==> src/rtl/alu_pkg.sv <==
package alu_pkg;

    localparam int XLEN    = 32;
    localparam int IMM_W   = 16;
    localparam int SHAMT_W = $clog2(XLEN);
    localparam int CNT_W   = $clog2(XLEN + 1);
    localparam int OP_W    = 5;

    typedef enum logic [OP_W-1:0] {
        OP_ADD, OP_ADDU, OP_SUB, OP_SUBU, OP_ADDI, OP_ADDIU,
        OP_AND, OP_ANDI, OP_OR, OP_ORI, OP_XOR, OP_XORI, OP_NOR,
        OP_SLT, OP_SLTU, OP_SLTI, OP_SLTIU,
        OP_CLO, OP_CLZ, OP_WSBH, OP_MOVN, OP_MOVZ,
        OP_SLL, OP_SRL, OP_SRA, OP_ROTR,
        OP_SLLV, OP_SRLV, OP_SRAV, OP_ROTRV,
        OP_LUI
    } op_e;

    typedef enum logic [1:0] {
        SH_LEFT, SH_RLOG, SH_RARI, SH_ROTR
    } shift_kind_e;

    typedef struct packed {
        logic [XLEN-1:0] sum;
        logic            ovf;
        logic            lt_s;
        logic            lt_u;
    } addsub_res_t;

    // Exchange the two bytes inside every halfword.
    function automatic logic [XLEN-1:0] swap_half_bytes(input logic [XLEN-1:0] v);
        logic [XLEN-1:0] r;
        for (int h = 0; h < XLEN / 16; h++) begin
            r[h*16 +: 8]     = v[h*16 + 8 +: 8];
            r[h*16 + 8 +: 8] = v[h*16 +: 8];
        end
        return r;
    endfunction

    function automatic logic is_trap_op(input op_e op);
        return (op == OP_ADD) || (op == OP_ADDI) || (op == OP_SUB);
    endfunction

    function automatic logic is_sub_op(input op_e op);
        return (op == OP_SUB) || (op == OP_SUBU) || (op == OP_SLT) ||
               (op == OP_SLTU) || (op == OP_SLTI) || (op == OP_SLTIU);
    endfunction

endpackage

==> src/rtl/alu_addsub.sv <==
module alu_addsub
    import alu_pkg::*;
#(
    parameter int W = XLEN
) (
    input  logic [W-1:0] a_i,
    input  logic [W-1:0] b_i,
    input  logic         sub_i,
    output logic [W-1:0] sum_o,
    output logic         ovf_o,
    output logic         lt_s_o,
    output logic         lt_u_o
);

    logic [W-1:0] b_eff;
    logic [W:0]   full;

    always_comb begin
        b_eff  = sub_i ? ~b_i : b_i;
        full   = {1'b0, a_i} + {1'b0, b_eff} + {{W{1'b0}}, sub_i};
        sum_o  = full[W-1:0];
        ovf_o  = (a_i[W-1] == b_eff[W-1]) && (sum_o[W-1] != a_i[W-1]);
        lt_s_o = sum_o[W-1] ^ ovf_o;
        lt_u_o = ~full[W];

        // carry-chain overflow agrees with a widened signed sum
        if (!sub_i) begin
            a_r1_add_overflow: assert (ovf_o ==
                (($signed({a_i[W-1], a_i}) + $signed({b_i[W-1], b_i})) > $signed({2'b00, {(W-1){1'b1}}}) ||
                 ($signed({a_i[W-1], a_i}) + $signed({b_i[W-1], b_i})) < $signed({2'b11, {(W-1){1'b0}}})));
        end
        // borrow-based unsigned compare agrees with a magnitude compare
        if (sub_i) begin
            a_r5_unsigned_lt: assert (lt_u_o == (a_i < b_i));
        end
    end

endmodule

==> src/rtl/alu_lead_count.sv <==
module alu_lead_count
    import alu_pkg::*;
#(
    parameter int W   = XLEN,
    localparam int CW = $clog2(W + 1)
) (
    input  logic [W-1:0]  data_i,
    input  logic          ones_i,
    output logic [CW-1:0] count_o
);

    always_comb begin
        logic found;
        found   = 1'b0;
        count_o = CW'(W);
        for (int i = W - 1; i >= 0; i--) begin
            if (!found && (data_i[i] != ones_i)) begin
                count_o = CW'(W - 1 - i);
                found   = 1'b1;
            end
        end

        // the first bit past the run has the opposite value; a full count means a uniform word
        if (int'(count_o) < W) begin
            a_r6_run_ends: assert (data_i[W - 1 - int'(count_o)] != ones_i);
        end else begin
            a_r6_full_run: assert (data_i == {W{ones_i}});
        end
    end

endmodule

==> src/rtl/alu_shifter.sv <==
module alu_shifter
    import alu_pkg::*;
#(
    parameter int  W       = XLEN,
    localparam int STAGES  = $clog2(W)
) (
    input  logic [W-1:0]      data_i,
    input  logic [STAGES-1:0] amt_i,
    input  shift_kind_e       kind_i,
    output logic [W-1:0]      data_o
);

    logic [W-1:0] stg [0:STAGES];
    logic [W-1:0] rev_in;
    logic [W-1:0] rev_out;
    logic         fill;

    // Left shifts reuse the right-shift network on bit-reversed data.
    always_comb begin
        rev_in = {<<{data_i}};
        fill   = (kind_i == SH_RARI) && data_i[W-1];
    end

    assign stg[0] = (kind_i == SH_LEFT) ? rev_in : data_i;

    for (genvar i = 0; i < STAGES; i++) begin : g_stage
        localparam int S = 1 << i;
        logic [W-1:0] moved;
        always_comb begin
            if (kind_i == SH_ROTR) moved = {stg[i][S-1:0], stg[i][W-1:S]};
            else                   moved = {{S{fill}}, stg[i][W-1:S]};
        end
        assign stg[i+1] = amt_i[i] ? moved : stg[i];
    end

    always_comb begin
        rev_out = {<<{stg[STAGES]}};
        data_o  = (kind_i == SH_LEFT) ? rev_out : stg[STAGES];

        // a logical right shift leaves the vacated top bits clear
        if (kind_i == SH_RLOG && amt_i != '0) begin
            a_r10_zero_fill: assert ((data_o >> (W - int'(amt_i))) == '0);
        end
        // rotating by zero passes the operand through
        if (kind_i == SH_ROTR && amt_i == '0) begin
            a_r11_rotate_zero: assert (data_o == data_i);
        end
    end

endmodule

==> src/rtl/int_exec_alu.sv <==
module int_exec_alu
    import alu_pkg::*;
(
    input  logic [31:0] rs_i,
    input  logic [31:0] rt_i,
    input  logic [15:0] imm_i,
    input  logic [4:0]  shamt_i,
    input  logic [4:0]  op_i,
    output logic [31:0] result_o,
    output logic        wr_en_o,
    output logic        ovf_trap_o
);

    op_e               op;
    logic [XLEN-1:0]   imm_sx, imm_zx;
    logic [XLEN-1:0]   add_b, logic_b;
    addsub_res_t       ar;
    logic [CNT_W-1:0]  lead_cnt;
    shift_kind_e       sh_kind;
    logic [SHAMT_W-1:0] sh_amt;
    logic [XLEN-1:0]   sh_out;

    always_comb begin
        op     = op_e'(op_i);
        imm_sx = {{(XLEN-IMM_W){imm_i[IMM_W-1]}}, imm_i};
        imm_zx = {{(XLEN-IMM_W){1'b0}}, imm_i};
        unique case (op)
            OP_ADDI, OP_ADDIU, OP_SLTI, OP_SLTIU: add_b = imm_sx;
            default:                               add_b = rt_i;
        endcase
        unique case (op)
            OP_ANDI, OP_ORI, OP_XORI: logic_b = imm_zx;
            default:                  logic_b = rt_i;
        endcase
        unique case (op)
            OP_SRL, OP_SRLV:   sh_kind = SH_RLOG;
            OP_SRA, OP_SRAV:   sh_kind = SH_RARI;
            OP_ROTR, OP_ROTRV: sh_kind = SH_ROTR;
            default:           sh_kind = SH_LEFT;
        endcase
        unique case (op)
            OP_SLLV, OP_SRLV, OP_SRAV, OP_ROTRV: sh_amt = rt_i[SHAMT_W-1:0];
            default:                             sh_amt = shamt_i;
        endcase
    end

    alu_addsub #(.W(XLEN)) u_addsub (
        .a_i    (rs_i),
        .b_i    (add_b),
        .sub_i  (is_sub_op(op)),
        .sum_o  (ar.sum),
        .ovf_o  (ar.ovf),
        .lt_s_o (ar.lt_s),
        .lt_u_o (ar.lt_u)
    );

    alu_lead_count #(.W(XLEN)) u_lead (
        .data_i  (rs_i),
        .ones_i  (op == OP_CLO),
        .count_o (lead_cnt)
    );

    alu_shifter #(.W(XLEN)) u_shift (
        .data_i (rs_i),
        .amt_i  (sh_amt),
        .kind_i (sh_kind),
        .data_o (sh_out)
    );

    always_comb begin
        wr_en_o    = 1'b1;
        ovf_trap_o = is_trap_op(op) && ar.ovf;
        unique case (op)
            OP_ADD, OP_ADDU, OP_SUB, OP_SUBU,
            OP_ADDI, OP_ADDIU:             result_o = ar.sum;
            OP_AND, OP_ANDI:               result_o = rs_i & logic_b;
            OP_OR, OP_ORI:                 result_o = rs_i | logic_b;
            OP_XOR, OP_XORI:               result_o = rs_i ^ logic_b;
            OP_NOR:                        result_o = ~(rs_i | logic_b);
            OP_SLT, OP_SLTI:               result_o = {{(XLEN-1){1'b0}}, ar.lt_s};
            OP_SLTU, OP_SLTIU:             result_o = {{(XLEN-1){1'b0}}, ar.lt_u};
            OP_CLO, OP_CLZ:                result_o = {{(XLEN-CNT_W){1'b0}}, lead_cnt};
            OP_WSBH:                       result_o = swap_half_bytes(rs_i);
            OP_MOVN: begin
                result_o = rs_i;
                wr_en_o  = (rt_i != '0);
            end
            OP_MOVZ: begin
                result_o = rs_i;
                wr_en_o  = (rt_i == '0);
            end
            OP_SLL, OP_SRL, OP_SRA, OP_ROTR,
            OP_SLLV, OP_SRLV, OP_SRAV, OP_ROTRV: result_o = sh_out;
            OP_LUI:                        result_o = {imm_i, {(XLEN-IMM_W){1'b0}}};
            default:                       result_o = '0;
        endcase

        // only the trapping arithmetic forms may request a trap
        if (!is_trap_op(op)) begin
            a_r2_no_overflow: assert (!ovf_trap_o);
        end
        // comparison results are boolean
        if (op inside {OP_SLT, OP_SLTU, OP_SLTI, OP_SLTIU}) begin
            a_r5_bool_result: assert (result_o[XLEN-1:1] == '0);
        end
        // non-move operations always write the destination
        if (!(op inside {OP_MOVN, OP_MOVZ})) begin
            a_r8_write_always: assert (wr_en_o);
        end
        // the lower half of an upper-immediate load is clear
        if (op == OP_LUI) begin
            a_r12_lui_low_clear: assert (result_o[IMM_W-1:0] == '0);
        end
    end

endmodule

==> config.mk <==
export PLATFORM = sky130hd
export DESIGN_NAME = int_exec_alu
export DESIGN_NICKNAME = d
export VERILOG_FILES = /design/src/rtl/alu_pkg.sv /design/src/rtl/alu_addsub.sv /design/src/rtl/alu_lead_count.sv /design/src/rtl/alu_shifter.sv /design/src/rtl/int_exec_alu.sv
export SDC_FILE = /design/constraint.sdc
export NUM_CORES = 1
export LEC_CHECK = 0
export BUFFER_PORTS_ARGS = -buffer_cell sky130_fd_sc_hd__buf_2
export CAP_MARGIN = 0
export CORE_MARGIN = 2
export CORE_UTILIZATION = 45
export DETAILED_ROUTE_END_ITERATION = 7
export PLACE_DENSITY_LB_ADDON = 0.3
export SLEW_MARGIN = 20
export SYNTH_ARGS = -nofsm -noshare
export SYNTH_HDL_FRONTEND = slang
export SYNTH_SLANG_ARGS = --single-unit
==> constraint.sdc <==
create_clock -name vclk -period 12.7
set_clock_uncertainty 0.15 [all_clocks]
set_input_delay 0 -clock vclk [all_inputs]
set_output_delay 0 -clock vclk [all_outputs]
set_load 0.01 [all_outputs]
---- After elaboration in Yosys (flattened, before gate mapping) ----
Cells that the tools add are included.
storage, ports and cells
  flip-flop bits (word level) ............. 0
  input port bits ......................... 90
operators by class
  add/sub/neg operators ................... 2
  equal/unequal tests ..................... 66
  mux-type cells .......................... 82
  bitwise gates (word level) .............. 7
  reduce and logical (&&, ||, !) cells .... 91
operators with widths
  kind                                           number
  two-way mux 32 bit                             15
  one-hot mux 32 bit (12 select lines)           1
  two-way mux 6 bit                              32
  == test 5 bit, second input constant           15
  NOT 32 bit                                     2
  == test 5 x 4 -> 1 bit, second input constant  8
  logical AND 1 bit                              34
  adder 32 x 32 -> 33 bit                        1
  adder 33 x 1 -> 33 bit                         1
  != test 1 bit                                  33
  bitwise AND 32 bit                             1
  zero test 32 bit                               1
  OR 32 bit                                      1
  nonzero test 32 bit                            1
  bitwise XOR 32 bit                             1
  zero test 1 bit                                31
  two-way mux 1 bit                              31
  == test 5 x 3 -> 1 bit, second input constant  4
  OR reduction 2 bit                             10
  == test 5 x 2 -> 1 bit, second input constant  2
  OR reduction 4 bit                             2
  OR reduction 8 bit                             1
  logical OR 1 bit                               7
  one-hot mux 2 bit (3 select lines)             1
  11 further kinds                               12

---- Logic depth before layout (Yosys ltp) ----
  word-level depth ........................ 97
  gate-level depth with buffers ........... 21

---- Modules after synthesis ----
Synthesis repeated with hierarchy kept, for this count alone.
unflattened totals
  cell total of the unflattened synthesis .. 1397
  area total of the unflattened synthesis .. 10284.9 µm²
modules (own cells, without submodules)
  module          times used  cells an instance  area each (µm²)
  int_exec_alu    1           538                3948.8
  alu_shifter     1           428                3350.7
  alu_addsub      1           278                2084.5
  alu_lead_count  1           153                900.9

---- Least setup slack after synthesis ----
Ideal clock, no wire load.
  kind .................................... input -> output
  from .................................... input op_i[1]
  to ...................................... output ovf_trap_o
  arrival time ............................ 4.410 ns
  required time ........................... 12.550 ns
  slack ................................... 8.140 ns
  cell stages on the path ................. 20
  buffers on the path ..................... 3
  cells stage by stage .................... buf_6 -> or4b_1 -> or2_0 -> buf_2 -> nand2_1 -> buf_1 -> mux2i_1 -> xnor2_1 -> ha_1 -> a21o_1 -> a21oi_1 -> nor3b_1 -> o21bai_1 -> a221o_1 -> a211oi_4 -> o31ai_4 -> o2111ai_4 -> a32oi_1 -> xnor2_1 -> nor4_2
on the way
  cells in the longest elaborated chain, start to end .. 12
RTL lines
  what                                       RTL line                      source
  start, declared                            int_exec_alu.sv:8             input logic [4:0] op_i,
  == test 5 x 2 -> 1 bit (on tied branches)  alu_pkg.sv:41, alu_pkg.sv:45
  logical OR 1 bit (3 in a row)              alu_pkg.sv:45                 return (op == OP_SUB) || (op == OP_SUBU) || (op == OP_SLT) ||
  logical OR 1 bit (2 in a row)              alu_pkg.sv:46                 (op == OP_SLTU) || (op == OP_SLTI) || (op == OP_SLTIU);
  two-way mux 32 bit                         alu_addsub.sv:19              b_eff = sub_i ? ~b_i : b_i;
  adder 32 x 32 -> 33 bit                    alu_addsub.sv:20              full = {1'b0, a_i} + {1'b0, b_eff} + {{W{1'b0}}, sub_i};
  adder 33 x 1 -> 33 bit                     alu_addsub.sv:20
  != test 1 bit                              alu_addsub.sv:22              ovf_o = (a_i[W-1] == b_eff[W-1]) && (sum_o[W-1] != a_i[W-1]);
  logical AND 1 bit                          alu_addsub.sv:22
  logical AND 1 bit *                        int_exec_alu.sv:72            ovf_trap_o = is_trap_op(op) && ar.ovf;
  end, declared                              int_exec_alu.sv:11            output logic ovf_trap_o
Every way passes the cells marked *; elsewhere a longest branch is shown, timed or not.

---- Final worst setup path ----
  from .................................... input op_i[4]
  to ...................................... output result_o[30]
on the way
  cells in the longest elaborated chain, start to end .. 17
RTL lines
  what                                                              RTL line            source
  branches (longest 16 deep; another with adder 32 x 32 -> 33 bit)  n/a
  one-hot mux 32 bit (12 select lines) *                            int_exec_alu.sv:73  unique case (op)
  end, declared                                                     int_exec_alu.sv:9   output logic [31:0] result_o,
Mark *: on every way between the ends.

==> metrics.cfg <==
[logic_synthesis]
synthTopCellsByCount = a21oi_1, nand2_1, mux2i_1
synth.area.top_cells = mux2i_1, ha_1, a21oi_1
synth_most_common_cell = a21oi_1
synth_top_area_cell = mux2i_1
yosysTopAreaCellShare_pct = 13.1
ys_seq_area_share_pct = 0
synth_fp_nets = 1573
synth.avg_cell_area_um2 = 6.77
yosysWarnings = 0
synthCells = 1387
ys_types = 80
netlist_area_um2 = 9400

[route]
wirelength_um = 45400
drt_pass1_iterations = 8
route.detailed.drc = 0
via_count = 11900
dr.first_iter.drc_count = 1658
via_per_inst = 7.07
detail_route.wl_per_cell_um = 27.0
drtAntennaViolNets = 0

[floorplan]
core_area_um2 = 20400
row_count = 52
die_x_um = 148
io_pins = 124
dieHeight_um = 148
initial_core_util_pct = 46.1
dieArea_um2 = 22100

[final_layout]
n_clock_buffer = 0
drive_gt1_share_pct = 14.4
area_delta_synth_final_pct = 7.47
numSequentialCells = 0
final_net_count = 1599
regArea_um2 = 0
final_cell_area_um2 = 10100
diodes = 0
utilization_pct = 49.6

[timing]
tightest_slew_ns = 1.14
fmax_ghz = 0.186
fin_crit_ns = 5.39
slew_violations = 0
hold_viol = 0
setup_ws_ns = 7.31
period_share_pct = 42.4
setup_viol = 0
rsz0062_at_grt = false
maxSlewHeadroom_pct = 23.7
tns_ns = 0

[setup_path]
critPathMaxStageDelay_ns = 0.71
crit_arrival_ns = 5.24
worst_setup_path_end_kind = primary output
crit_slowest_cell = nand2_1
cp_cell_sequence = buf_2, or4b_1, or2_0, nand2_1, and2_1, a21oi_1, xnor2_1, ha_1, a21o_1, a21o_1, a21o_1, a21oi_1, o21ai_0, a22o_1, o21ai_0, a21oi_1, mux2i_1, o211ai_1, buf_2
worst-path-max-fanout = 17
crit_required_ns = 12.55
cp-start-kind = input port
crit_type = input port to primary output

[global_routing]
grt_max_degree = 46
grt_pass1_vias = 10600
track_usage_pct = 39.7
antenna_found_initial = 0
grt_pass1_wl_um = 67200
overflow = 0

[power]
power_density_nw_per_um2 = 64.1
combPwrFrac_pct = 100.0
p_sw_share_pct = 64.7
netSwitchingPower_uw = 419
seqPwrFrac_pct = 0
p_total_uw = 647
power.leakage_nw = 4.32
pwr-share-clk_pct = 0
peakVddDrop_v = 0.0000496
p_int_uw = 228

[placement]
place_ws_ns = 7.43
place_area_um2 = 10100
portBuffers = 124
dp_hpwl_um = 35600
gp_congestion = 1.06

[clocking]
post_cts_buffers = 0
ctsResizeCount = 0
cts_hold_buf = 0

[worst_hold_path]
hold_path_class = input port to primary output

[status]
status = finished clean

[run]
drv_cap = 0

## cell usage in the layout (no fill, tap or decap), drive strengths merged, types with 13 or more instances in the layout
cell,instances
ha,95
buf,150
inv,71
a21o,18
o21a,14
o221ai,15
a211oi,30
nor3,45
mux2i,124
o21ai,88
a31oi,21
a222oi,18
nand3,41
o211ai,32
nand2,130
a21oi,133
mux2,19
a22oi,37
o2111ai,17
nor4,13
nor2,80
a221oi,18
xnor2,49
## area by class of cell
type / count / area [µm²]
multi-input combinational: 1189 / 8670
inverter: 72 / 270
tap: 270 / 338
fill: 2083 / 10300
timing repair buffer: 150 / 816
## critical path: cells and delay by family
| kind | cells | cell delay, ns |
|---|---|---|
| AND/OR/NAND/NOR | 4 | 2.20 |
| AO/OA/AOI/OAI | 10 | 1.75 |
| buffers and inverters | 2 | 0.44 |
| adder cells (fa/ha/maj) | 1 | 0.37 |
| multiplexers | 1 | 0.30 |
| XOR/XNOR | 1 | 0.16 |
## worst paths after layout
path	from	end	slack, ns	cells past startpoint
worst max-delay path	op_i[4]	result_o[30]	7.31	19
worst min-delay path	imm_i[1]	result_o[17]	0.49	6
## power by group through the flow
stage          Combinational, mW  Clock, mW  Sequential (mW)
3_5_place_dp               0.622          0                0
3_3_place_gp               0.619          0                0
6_report                   0.647          0                0
5_1_grt                    0.685          0                0
2_1_floorplan              0.418          0                0
4_1_cts                    0.624          0                0
## per-layer routing
layer	global-route usage (%)	share of wire, %
met3	4.72	11
met2	61.8	43
met1	53.6	40
met5	0	0
met4	21.0	6.7
## kinds of logic (layout without fill, tap and decap cells)
family | after synthesis | count (layout) | synth area share, %
AO/OA/AOI/OAI | 514 | 514 | 37.3
AND/OR/NAND/NOR | 365 | 365 | 17.8
buffers and inverters | 198 | 222 | 8.42
multiplexers | 153 | 153 | 17.9
adder cells (fa/ha/maj) | 96 | 96 | 12.9
XOR/XNOR | 61 | 61 | 5.69
## per-stage QoR
stage / instances / hold slack, ns
after floorplan: 1387 / 0.116
after global placement: 1681 / 0.473
after detailed placement: 1681 / 0.471
after CTS: 1681 / 0.470
after global routing: 1681 / 0.516
final: 1681 / 0.492
Power figures use the tool's default switching activity.
